### src/rtl/mrl_pkg.sv
package mrl_pkg;
  localparam int NDEV  = 4;
  localparam int IDX_W = $clog2(NDEV);

  typedef enum logic [2:0] {
    CMD_LMR = 3'b000,
    CMD_NOP = 3'b111
  } mem_cmd_e;

  typedef enum logic [2:0] {
    S_IDLE,
    S_WAIT,
    S_ISSUE,
    S_GAP,
    S_RESP
  } seq_state_e;

  typedef struct packed {
    logic             hit;
    logic [IDX_W-1:0] idx;
  } region_t;
endpackage

### src/rtl/mrl_cfg_regs.sv
module mrl_cfg_regs
  import mrl_pkg::*;
(
  input  logic            clk,
  input  logic            rst_n,
  input  logic            cfg_we,
  input  logic            cfg_arm,
  input  logic [NDEV-1:0] cfg_wbm,
  input  logic            arm_clr,
  output logic            armed,
  output logic [NDEV-1:0] burst1
);
  logic            armed_d;
  logic [NDEV-1:0] burst1_d;

  // Host write wins over the self-clear on acceptance.
  always_comb begin
    armed_d  = armed;
    burst1_d = burst1;
    if (arm_clr) armed_d = 1'b0;
    if (cfg_we) begin
      armed_d  = cfg_arm;
      burst1_d = cfg_wbm;
    end
  end

  always_ff @(posedge clk or negedge rst_n) begin
    if (!rst_n) begin
      armed  <= 1'b0;
      burst1 <= '0;
    end else begin
      armed  <= armed_d;
      burst1 <= burst1_d;
    end
  end
endmodule

### src/rtl/mrl_region_decode.sv
module mrl_region_decode
  import mrl_pkg::*;
(
  input  logic [3:0] nib,
  output region_t    region
);
  // Nibble 0 is the boot alias of the last chip select.
  always_comb begin
    region.hit = 1'b0;
    region.idx = '0;
    unique case (nib)
      4'h0: begin region.hit = 1'b1; region.idx = IDX_W'(NDEV-1); end
      4'hC, 4'hD, 4'hE, 4'hF: begin
        region.hit = 1'b1;
        region.idx = nib[IDX_W-1:0];
      end
      default: begin region.hit = 1'b0; region.idx = '0; end
    endcase
  end
endmodule

### src/rtl/mrl_addr_map.sv
module mrl_addr_map #(
  parameter int ROW_W = 13,
  parameter int BA_W  = 2
) (
  input  logic [31:0]      addr,
  input  logic             bus16,
  output logic [ROW_W-1:0] row,
  output logic [BA_W-1:0]  ba
);
  localparam int MAP_W = ROW_W + BA_W;

  logic [MAP_W-1:0] half_map;
  logic [MAP_W-1:0] word_map;
  logic [MAP_W-1:0] sel_map;

  generate
    if (MAP_W + 2 <= 32) begin : g_fit
      assign half_map = addr[MAP_W:1];
      assign word_map = addr[MAP_W+1:2];
    end else begin : g_wide
      logic [31:0] h_full;
      logic [31:0] w_full;
      assign h_full   = addr >> 1;
      assign w_full   = addr >> 2;
      assign half_map = h_full[MAP_W-1:0];
      assign word_map = w_full[MAP_W-1:0];
    end
  endgenerate

  assign sel_map = bus16 ? half_map : word_map;
  assign row     = sel_map[ROW_W-1:0];
  assign ba      = sel_map[MAP_W-1:ROW_W];
endmodule

### src/rtl/mrl_seq.sv
module mrl_seq
  import mrl_pkg::*;
#(
  parameter int ROW_W  = 13,
  parameter int BA_W   = 2,
  parameter int TMRD   = 2,
  parameter int DATA_W = 32,
  parameter logic [DATA_W-1:0] RESP_FILL = '0
) (
  input  logic              clk,
  input  logic              rst_n,
  input  logic              take,
  input  logic [ROW_W-1:0]  row_in,
  input  logic [BA_W-1:0]   ba_in,
  input  logic [IDX_W-1:0]  idx_in,
  input  logic              banks_idle,
  output logic              seq_idle,
  output logic [2:0]        mem_cmd,
  output logic [NDEV-1:0]   mem_cs_n,
  output logic [ROW_W-1:0]  mem_addr,
  output logic [BA_W-1:0]   mem_ba,
  output logic              resp_valid,
  output logic [DATA_W-1:0] resp_data
);
  localparam int CNT_W = $clog2(TMRD + 1);

  seq_state_e       state_q, state_d;
  logic [CNT_W-1:0] cnt_q, cnt_d;
  logic [ROW_W-1:0] row_q;
  logic [BA_W-1:0]  ba_q;
  logic [IDX_W-1:0] idx_q;
  logic             cap_en;

  assign cap_en = (state_q == S_IDLE) && take;

  always_comb begin
    state_d = state_q;
    cnt_d   = cnt_q;
    unique case (state_q)
      S_IDLE:  if (take) state_d = S_WAIT;
      S_WAIT:  if (banks_idle) state_d = S_ISSUE;
      S_ISSUE: begin
        state_d = S_GAP;
        cnt_d   = CNT_W'(TMRD);
      end
      S_GAP: begin
        if (cnt_q <= CNT_W'(1)) state_d = S_RESP;
        else cnt_d = cnt_q - CNT_W'(1);
      end
      S_RESP:  state_d = S_IDLE;
      default: state_d = S_IDLE;
    endcase
  end

  always_ff @(posedge clk or negedge rst_n) begin
    if (!rst_n) begin
      state_q <= S_IDLE;
      cnt_q   <= '0;
    end else begin
      state_q <= state_d;
      cnt_q   <= cnt_d;
    end
  end

  // Captured command fields, loaded only on acceptance.
  always_ff @(posedge clk or negedge rst_n) begin
    if (!rst_n) begin
      row_q <= '0;
      ba_q  <= '0;
      idx_q <= '0;
    end else if (cap_en) begin
      row_q <= row_in;
      ba_q  <= ba_in;
      idx_q <= idx_in;
    end
  end

  assign seq_idle   = (state_q == S_IDLE);
  assign mem_cmd    = (state_q == S_ISSUE) ? CMD_LMR : CMD_NOP;
  assign mem_addr   = row_q;
  assign mem_ba     = ba_q;
  assign resp_valid = (state_q == S_RESP);
  assign resp_data  = (state_q == S_RESP) ? RESP_FILL : '0;

  generate
    for (genvar gi = 0; gi < NDEV; gi++) begin : g_cs
      assign mem_cs_n[gi] = !((state_q == S_ISSUE) && (idx_q == IDX_W'(gi)));
    end
  endgenerate
endmodule

### src/rtl/modereg_loader.sv
module modereg_loader
  import mrl_pkg::*;
#(
  parameter int ROW_W  = 13,
  parameter int BA_W   = 2,
  parameter int TMRD   = 2,
  parameter int DATA_W = 32
) (
  input  logic              clk,
  input  logic              rst_n,
  input  logic              bus16,
  input  logic              cfg_we,
  input  logic              cfg_arm,
  input  logic [3:0]        cfg_wbm,
  input  logic              rd_valid,
  input  logic [31:0]       rd_addr,
  output logic              rd_ready,
  output logic              resp_valid,
  output logic [DATA_W-1:0] resp_data,
  output logic              pt_valid,
  output logic [31:0]       pt_addr,
  input  logic              pt_ready,
  input  logic              banks_idle,
  output logic [2:0]        mem_cmd,
  output logic [3:0]        mem_cs_n,
  output logic [ROW_W-1:0]  mem_addr,
  output logic [BA_W-1:0]   mem_ba,
  output logic [3:0]        dev_burst1
);
  logic       rst_s1, rst_sn;
  logic       armed;
  logic       seq_idle;
  logic       load_hit;
  logic       take;
  region_t    region;
  logic [ROW_W-1:0] map_row;
  logic [BA_W-1:0]  map_ba;

  // Reset asserts at once and releases on a clock edge.
  always_ff @(posedge clk or negedge rst_n) begin
    if (!rst_n) begin
      rst_s1 <= 1'b0;
      rst_sn <= 1'b0;
    end else begin
      rst_s1 <= 1'b1;
      rst_sn <= rst_s1;
    end
  end

  mrl_cfg_regs u_cfg (
    .clk     (clk),
    .rst_n   (rst_sn),
    .cfg_we  (cfg_we),
    .cfg_arm (cfg_arm),
    .cfg_wbm (cfg_wbm),
    .arm_clr (take),
    .armed   (armed),
    .burst1  (dev_burst1)
  );

  mrl_region_decode u_dec (
    .nib    (rd_addr[31:28]),
    .region (region)
  );

  mrl_addr_map #(.ROW_W(ROW_W), .BA_W(BA_W)) u_map (
    .addr  (rd_addr),
    .bus16 (bus16),
    .row   (map_row),
    .ba    (map_ba)
  );

  assign load_hit = armed && region.hit;
  assign take     = rd_valid && seq_idle && load_hit;
  assign pt_valid = rd_valid && seq_idle && !load_hit;
  assign pt_addr  = rd_addr;
  assign rd_ready = seq_idle && (load_hit || pt_ready);

  mrl_seq #(
    .ROW_W(ROW_W), .BA_W(BA_W), .TMRD(TMRD), .DATA_W(DATA_W)
  ) u_seq (
    .clk        (clk),
    .rst_n      (rst_sn),
    .take       (take),
    .row_in     (map_row),
    .ba_in      (map_ba),
    .idx_in     (region.idx),
    .banks_idle (banks_idle),
    .seq_idle   (seq_idle),
    .mem_cmd    (mem_cmd),
    .mem_cs_n   (mem_cs_n),
    .mem_addr   (mem_addr),
    .mem_ba     (mem_ba),
    .resp_valid (resp_valid),
    .resp_data  (resp_data)
  );
endmodule

### config.mk
export PLATFORM = sky130hd
export DESIGN_NAME = modereg_loader
export DESIGN_NICKNAME = d
export VERILOG_FILES = /design/src/rtl/mrl_pkg.sv /design/src/rtl/mrl_cfg_regs.sv /design/src/rtl/mrl_region_decode.sv /design/src/rtl/mrl_addr_map.sv /design/src/rtl/mrl_seq.sv /design/src/rtl/modereg_loader.sv
export SDC_FILE = /design/constraint.sdc
export NUM_CORES = 1
export LEC_CHECK = 0
export BUFFER_PORTS_ARGS = -buffer_cell sky130_fd_sc_hd__clkbuf_2
export CAP_MARGIN = 20
export CORE_AREA = 2 2 76 78
export DETAILED_ROUTE_END_ITERATION = 8
export DIE_AREA = 0 0 78 80
export PLACE_DENSITY = 0.75
export SETUP_SLACK_MARGIN = 0.05
export SLEW_MARGIN = 10
export SYNTH_ARGS = -nofsm -noshare
export SYNTH_HDL_FRONTEND = slang
export SYNTH_SLANG_ARGS = --single-unit
### constraint.sdc
create_clock -name clk -period 1.36 [get_ports clk]
set_clock_uncertainty 0.1 [all_clocks]
set_input_delay 0.204 -clock clk [delete_from_list [all_inputs] [get_ports clk]]
set_output_delay 0.204 -clock clk [all_outputs]
set_load 0.1 [all_outputs]
# After elaboration in Yosys (flattened, before gate mapping)
# Index checks and enable logic that the tools add are counted.
[word_totals]
ff_bits = 29
wordCells = 61
out_inout_bits = 93
in_bits = 44
[op_classes]
n_reduce_logical = 24
order_cmp = 1
n_addsub = 1
muxes = 11
n_eq_ne = 15
[op_table]
columns = ["cell", "count"]
rows = [
  ["equality test 4 bit, second input constant", 4],
  ["2-to-1 mux 15 bit", 1],
  ["2-to-1 mux 3 bit", 4],
  ["one-hot mux 3 bit (4 select lines)", 1],
  ["logical AND 1 bit", 10],
  ["equality test 3 x 2 -> 1 bit, second input constant", 2],
  ["one-hot mux 3 bit (2 select lines)", 1],
  ["logical NOT 1 bit", 5],
  ["equality test 2 bit, second input constant", 2],
  ["logical NOT 4 bit", 1],
  ["!= test 2 x 1 -> 1 bit, second input constant", 2],
  ["!= test 2 bit, second input constant", 2],
  ["one-hot mux 2 bit (2 select lines)", 1],
  ["nonzero test 2 bit", 2],
  ["OR reduction 4 bit", 1],
  ["equality test 3 x 1 -> 1 bit, second input constant", 1],
  ["equality test 3 bit, second input constant", 1],
  ["logical NOT 3 bit", 1],
  ["AND reduction 3 bit", 1],
  ["equality test 2 x 1 -> 1 bit, second input constant", 1],
  ["<= comparator 2 x 1 -> 1 bit, second input constant", 1],
  ["logical NOT 2 bit", 1],
  ["2-to-1 mux 1 bit", 2],
  ["2-to-1 mux 2 bit", 1],
  ["other kinds (3)", 3],
]

# Depth between registers and ports, before layout
[depth]
ltp_word = 7
ltp_mapped = 5
depth_no_buf = 5

# Hierarchy
# A second synthesis with hierarchy kept.
[hier_totals]
hier_cells = 178
area_unflattened_um2 = 2043.2
[modules_own_cells]
columns = ["module", "n_inst", "cells_per_inst", "area_each_um2"]
rows = [
  ["mrl_seq", 1, 105, 1261.2],
  ["modereg_loader", 1, 41, 321.6],
  ["mrl_addr_map", 1, 17, 237.7],
  ["mrl_cfg_regs", 1, 11, 183.9],
  ["mrl_region_decode", 1, 4, 38.8],
]

# Least setup slack after synthesis
# Ideal clock, no wire load.
[synth_timing]
path_kind = "reg2out"
startpoint = "reg u_seq.state_q[1]"
endpoint = "out resp_valid"
required_ps = 1056
arrival_ps = 2632
stages_incl_launch_ff = 3
path_slack_ps = -1576
path_cell_list = "dfrtp_1 clkbuf_1 nor3_1"
[synth_via]
elab_chain_cells = 1
[synth_lines]
columns = ["item", "line_no", "text"]
rows = [
  ["start, declared", "mrl_seq.sv:27", "seq_state_e state_q, state_d;"],
  ["start signal, assigned", "mrl_seq.sv:60", "state_q <= state_d;"],
  ["equality test 3 bit", "mrl_seq.sv:82", "assign resp_valid = (state_q == S_RESP);"],
  ["end, declared", "modereg_loader.sv:18", "output logic resp_valid,"],
]
# Every way passes these cells.

# Worst setup path after layout
[layout_timing]
startpoint = "reg u_seq.state_q[1]"
endpoint = "out pt_valid"
[layout_via]
elab_chain_cells = 3
[layout_lines]
columns = ["item", "line_no", "text"]
rows = [
  ["logical NOT 3 bit", "mrl_seq.sv:78", "assign seq_idle = (state_q == S_IDLE);"],
  ["logical AND 1 bit (2 in series)", "modereg_loader.sv:75", "assign pt_valid = rd_valid && seq_idle && !load_hit;"],
  ["end, declared", "modereg_loader.sv:20", "output logic pt_valid,"],
]
# Every way passes these cells.

==> impl_metrics.ini <==
[placed_design]
globalplace.congestion = 0.706
io_buffers = 80
dp_hpwl_um = 3460

[flow_run]
maxCapViolCount = 0

[pwr]
pwr-share-seq_pct = 18.3
comb_power_share_pct = 73.0
power.density_nw_per_um2 = 2540
power.leakage_nw = 1.56
clkPwrFrac_pct = 8.6
p_int_mw = 3.91
vdd_drop_max_uv = 1290
swShare_pct = 53.5
p_sw_mw = 4.50

[floorplanning]
start_util_pct = 36.3
die_x_um = 78
die_h_um = 80
die_area_um2 = 6240
row_count = 27
coreArea_um2 = 5410
io_pins = 137

[setup_path]
worstPathArrival_ps = 1660
path_cells = or4b_4 -> buf_4 -> nor2_4 -> buf_12
slowest_stage = or4b_4
crit_type = reg2out
ff2ff_setup_slack_ps = -580
cp-end-kind = output port
startpoint_type = register
max_stage_delay_ps = 560
critPathRequiredTime_ps = 1060
crit_fanout = 2

[run_status]
status = finished with violations
violations = setup timing

[yosys]
synth_top_area_cell = dfrtp_1
synth.area.top_cells = dfrtp_1, buf_4, mux2_2
synth_flop_cell = dfrtp_1
synthCells = 179
synth-seq-cells = 29
syn_area_per_cell_um2 = 11.0
synth_cell_types = 30
async_flop_share_pct = 100
synthesis.area_um2 = 1960
ys_seq_area_share_pct = 37.0
synth_top_area_share_pct = 37.0
synth_edf_count = 0
synth_warnings = 0

[global_route]
grt_max_degree = 24
grt_pass1_wl_um = 7260
grt_pass1_vias = 1507
grt_overflow = 0
grt_usage_pct = 14.9
antenna_found_initial = 0

[sta]
finalSetupTns_ps = -13930
finalHoldViolCount = 0
timing.hold.ws_ps = 12.0
drv_slew = 0
setup_ws_ps = -609
rsz0062_at_grt = true
finalSetupViolCount = 29
min_period_ps = 1970
finalCritPeriodShare_pct = 145
fmax_mhz = 508

[clock_tree]
clock_latency_ps = 270
clock-sinks = 29
cts_buffer_depth = 2
cts_root_buf = clkbuf_8
cts_buffers = 5
cts_tree = built
htree_levels = 2
clkTransAtPathRegs_ps = 60

[route]
wl_met2_um = 2370
drt-pass1-iter-count = 4
drt_iter0_markers = 48
via_per_inst = 4.24
highest_layer = met4
drc = 0
dr_wl_met3_um = 343
wl_um = 4360
num_vias = 1395
wire_per_inst_um = 13.3
met1Wirelength_um = 1610
postRouteAntennaNets = 0

[finish]
mostFrequentLayoutCells = buf_12, conb_1, clkbuf_2, dfrtp_1, mux2_2
synthToLayoutAreaGrowth_pct = 68.8
drive_gt1_share_pct = 66.9
layout.nets = 301
final_common_cell = buf_12
antennaDiodeCount = 0

[hold_path]
holdCritPathClass = reg2async
[per-layer routing]
layer | up-vias | global-route usage, %
met3 | 6 | 4.75
met2 | 70 | 28.2
met1 | 662 | 15.7
li1 | 657 | -
met4 | 0 | 4.56
met5 | - | 0
[sequential cells by signal (all words and copies together), names as in the netlist]
register,cells
u_seq.mem_addr,13
u_cfg.burst1,4
u_seq.state_q,3
u_seq.cnt_q,2
u_seq.idx_q,2
u_seq.mem_ba,2
rst_s1,1
rst_sn,1
u_cfg.armed,1
[per-stage QoR]
step / total power [mW] / util (%) / instances / area, µm² / worst slack [ps]
CTS: 8.42 / 61.6 / 331 / 3330 / -622
global route: 8.70 / 61.2 / 329 / 3310 / -663
global placement: 7.23 / 56.1 / 311 / 3030 / -541
floorplan: 5.59 / - / 210 / 2170 / -748
detailed placement: 7.34 / 56.1 / 311 / 3030 / -565
finish: 8.41 / 61.2 / 329 / 3310 / -609
[path summary, 6_finish.rpt]
path                                               from                            end  depth (start not counted)
max                        u_seq.state_q[1]$_DFFE_PN0P_                       pt_valid                          4
min                                    rst_sn$_DFF_PN0_    u_cfg.burst1[2]$_DFFE_PN0P_                          0
max reg2reg                u_seq.state_q[1]$_DFFE_PN0P_  u_seq.mem_addr[3]$_DFFE_PN0P_                          5
min reg2reg                            rst_sn$_DFF_PN0_    u_cfg.burst1[2]$_DFFE_PN0P_                          0
max in group asynchronous              rst_sn$_DFF_PN0_   u_seq.state_q[0]$_DFFE_PN0P_                          1
min in group clk                             cfg_wbm[3]    u_cfg.burst1[3]$_DFFE_PN0P_                          2
[cell usage after synthesis (all sizes together), types with 2 or more instances]
library cell and count:
buf 67, mux2 34, dfrtp 29, inv 6
nor2 4, nor3 4, or3 4, a21oi 3
clkbuf 3, mux2i 3, nand2 3, conb 2
o21ai 2
[what timing repair did]
item                                    in CTS  in global routing
pin swaps                                    4                  2
setup buffers                               12                  3
endpoints found under the setup margin      30                 32
hold buffers                                 1                  0
hold endpoints to repair                     2                  0
gates resized for setup                     26                  6
cloned                                       1                  0
[logic make-up (layout without fill, tap and decap cells)]
| family | Yosys count | in the layout | synth area share [%] |
|---|---|---|---|
| buf+inv | 76 | 123 | 28.0 |
| compound gates | 11 | 11 | 4.47 |
| simple gates | 23 | 23 | 7.08 |
| fa+ha+maj | 1 | 1 | 0.638 |
| other cells | 2 | 33 | 0.383 |
| mux | 37 | 37 | 22.4 |
| flops | 29 | 29 | 37.0 |
[power by group through the flow]
stage                     clock (mW)  combinational (mW)  sequential [mW]
after floorplan                    0                2.50             3.10
after global placement             0                5.71             1.52
final                          0.724                6.14             1.54
after global routing           0.779                6.33             1.59
after detailed placement           0                5.79             1.55
after CTS                      0.744                6.14             1.53
[worst max-delay path: cells and delay by family (launching register included)]
family	cells	cell delay [ps]
buffers and inverters	2	340
and+or+nand+nor	2	670
DFF	1	380
[area by class of cell]
type	instances	area (µm²)
Inverter	6	27.5
Sequential cell	29	732
Multi-Input combinational cell	105	938
Clock buffer	8	90.1
Fill cell	442	2100
Timing Repair Buffer	109	1430
Tap cell	72	90.1
Power figures use the tool's default switching activity.
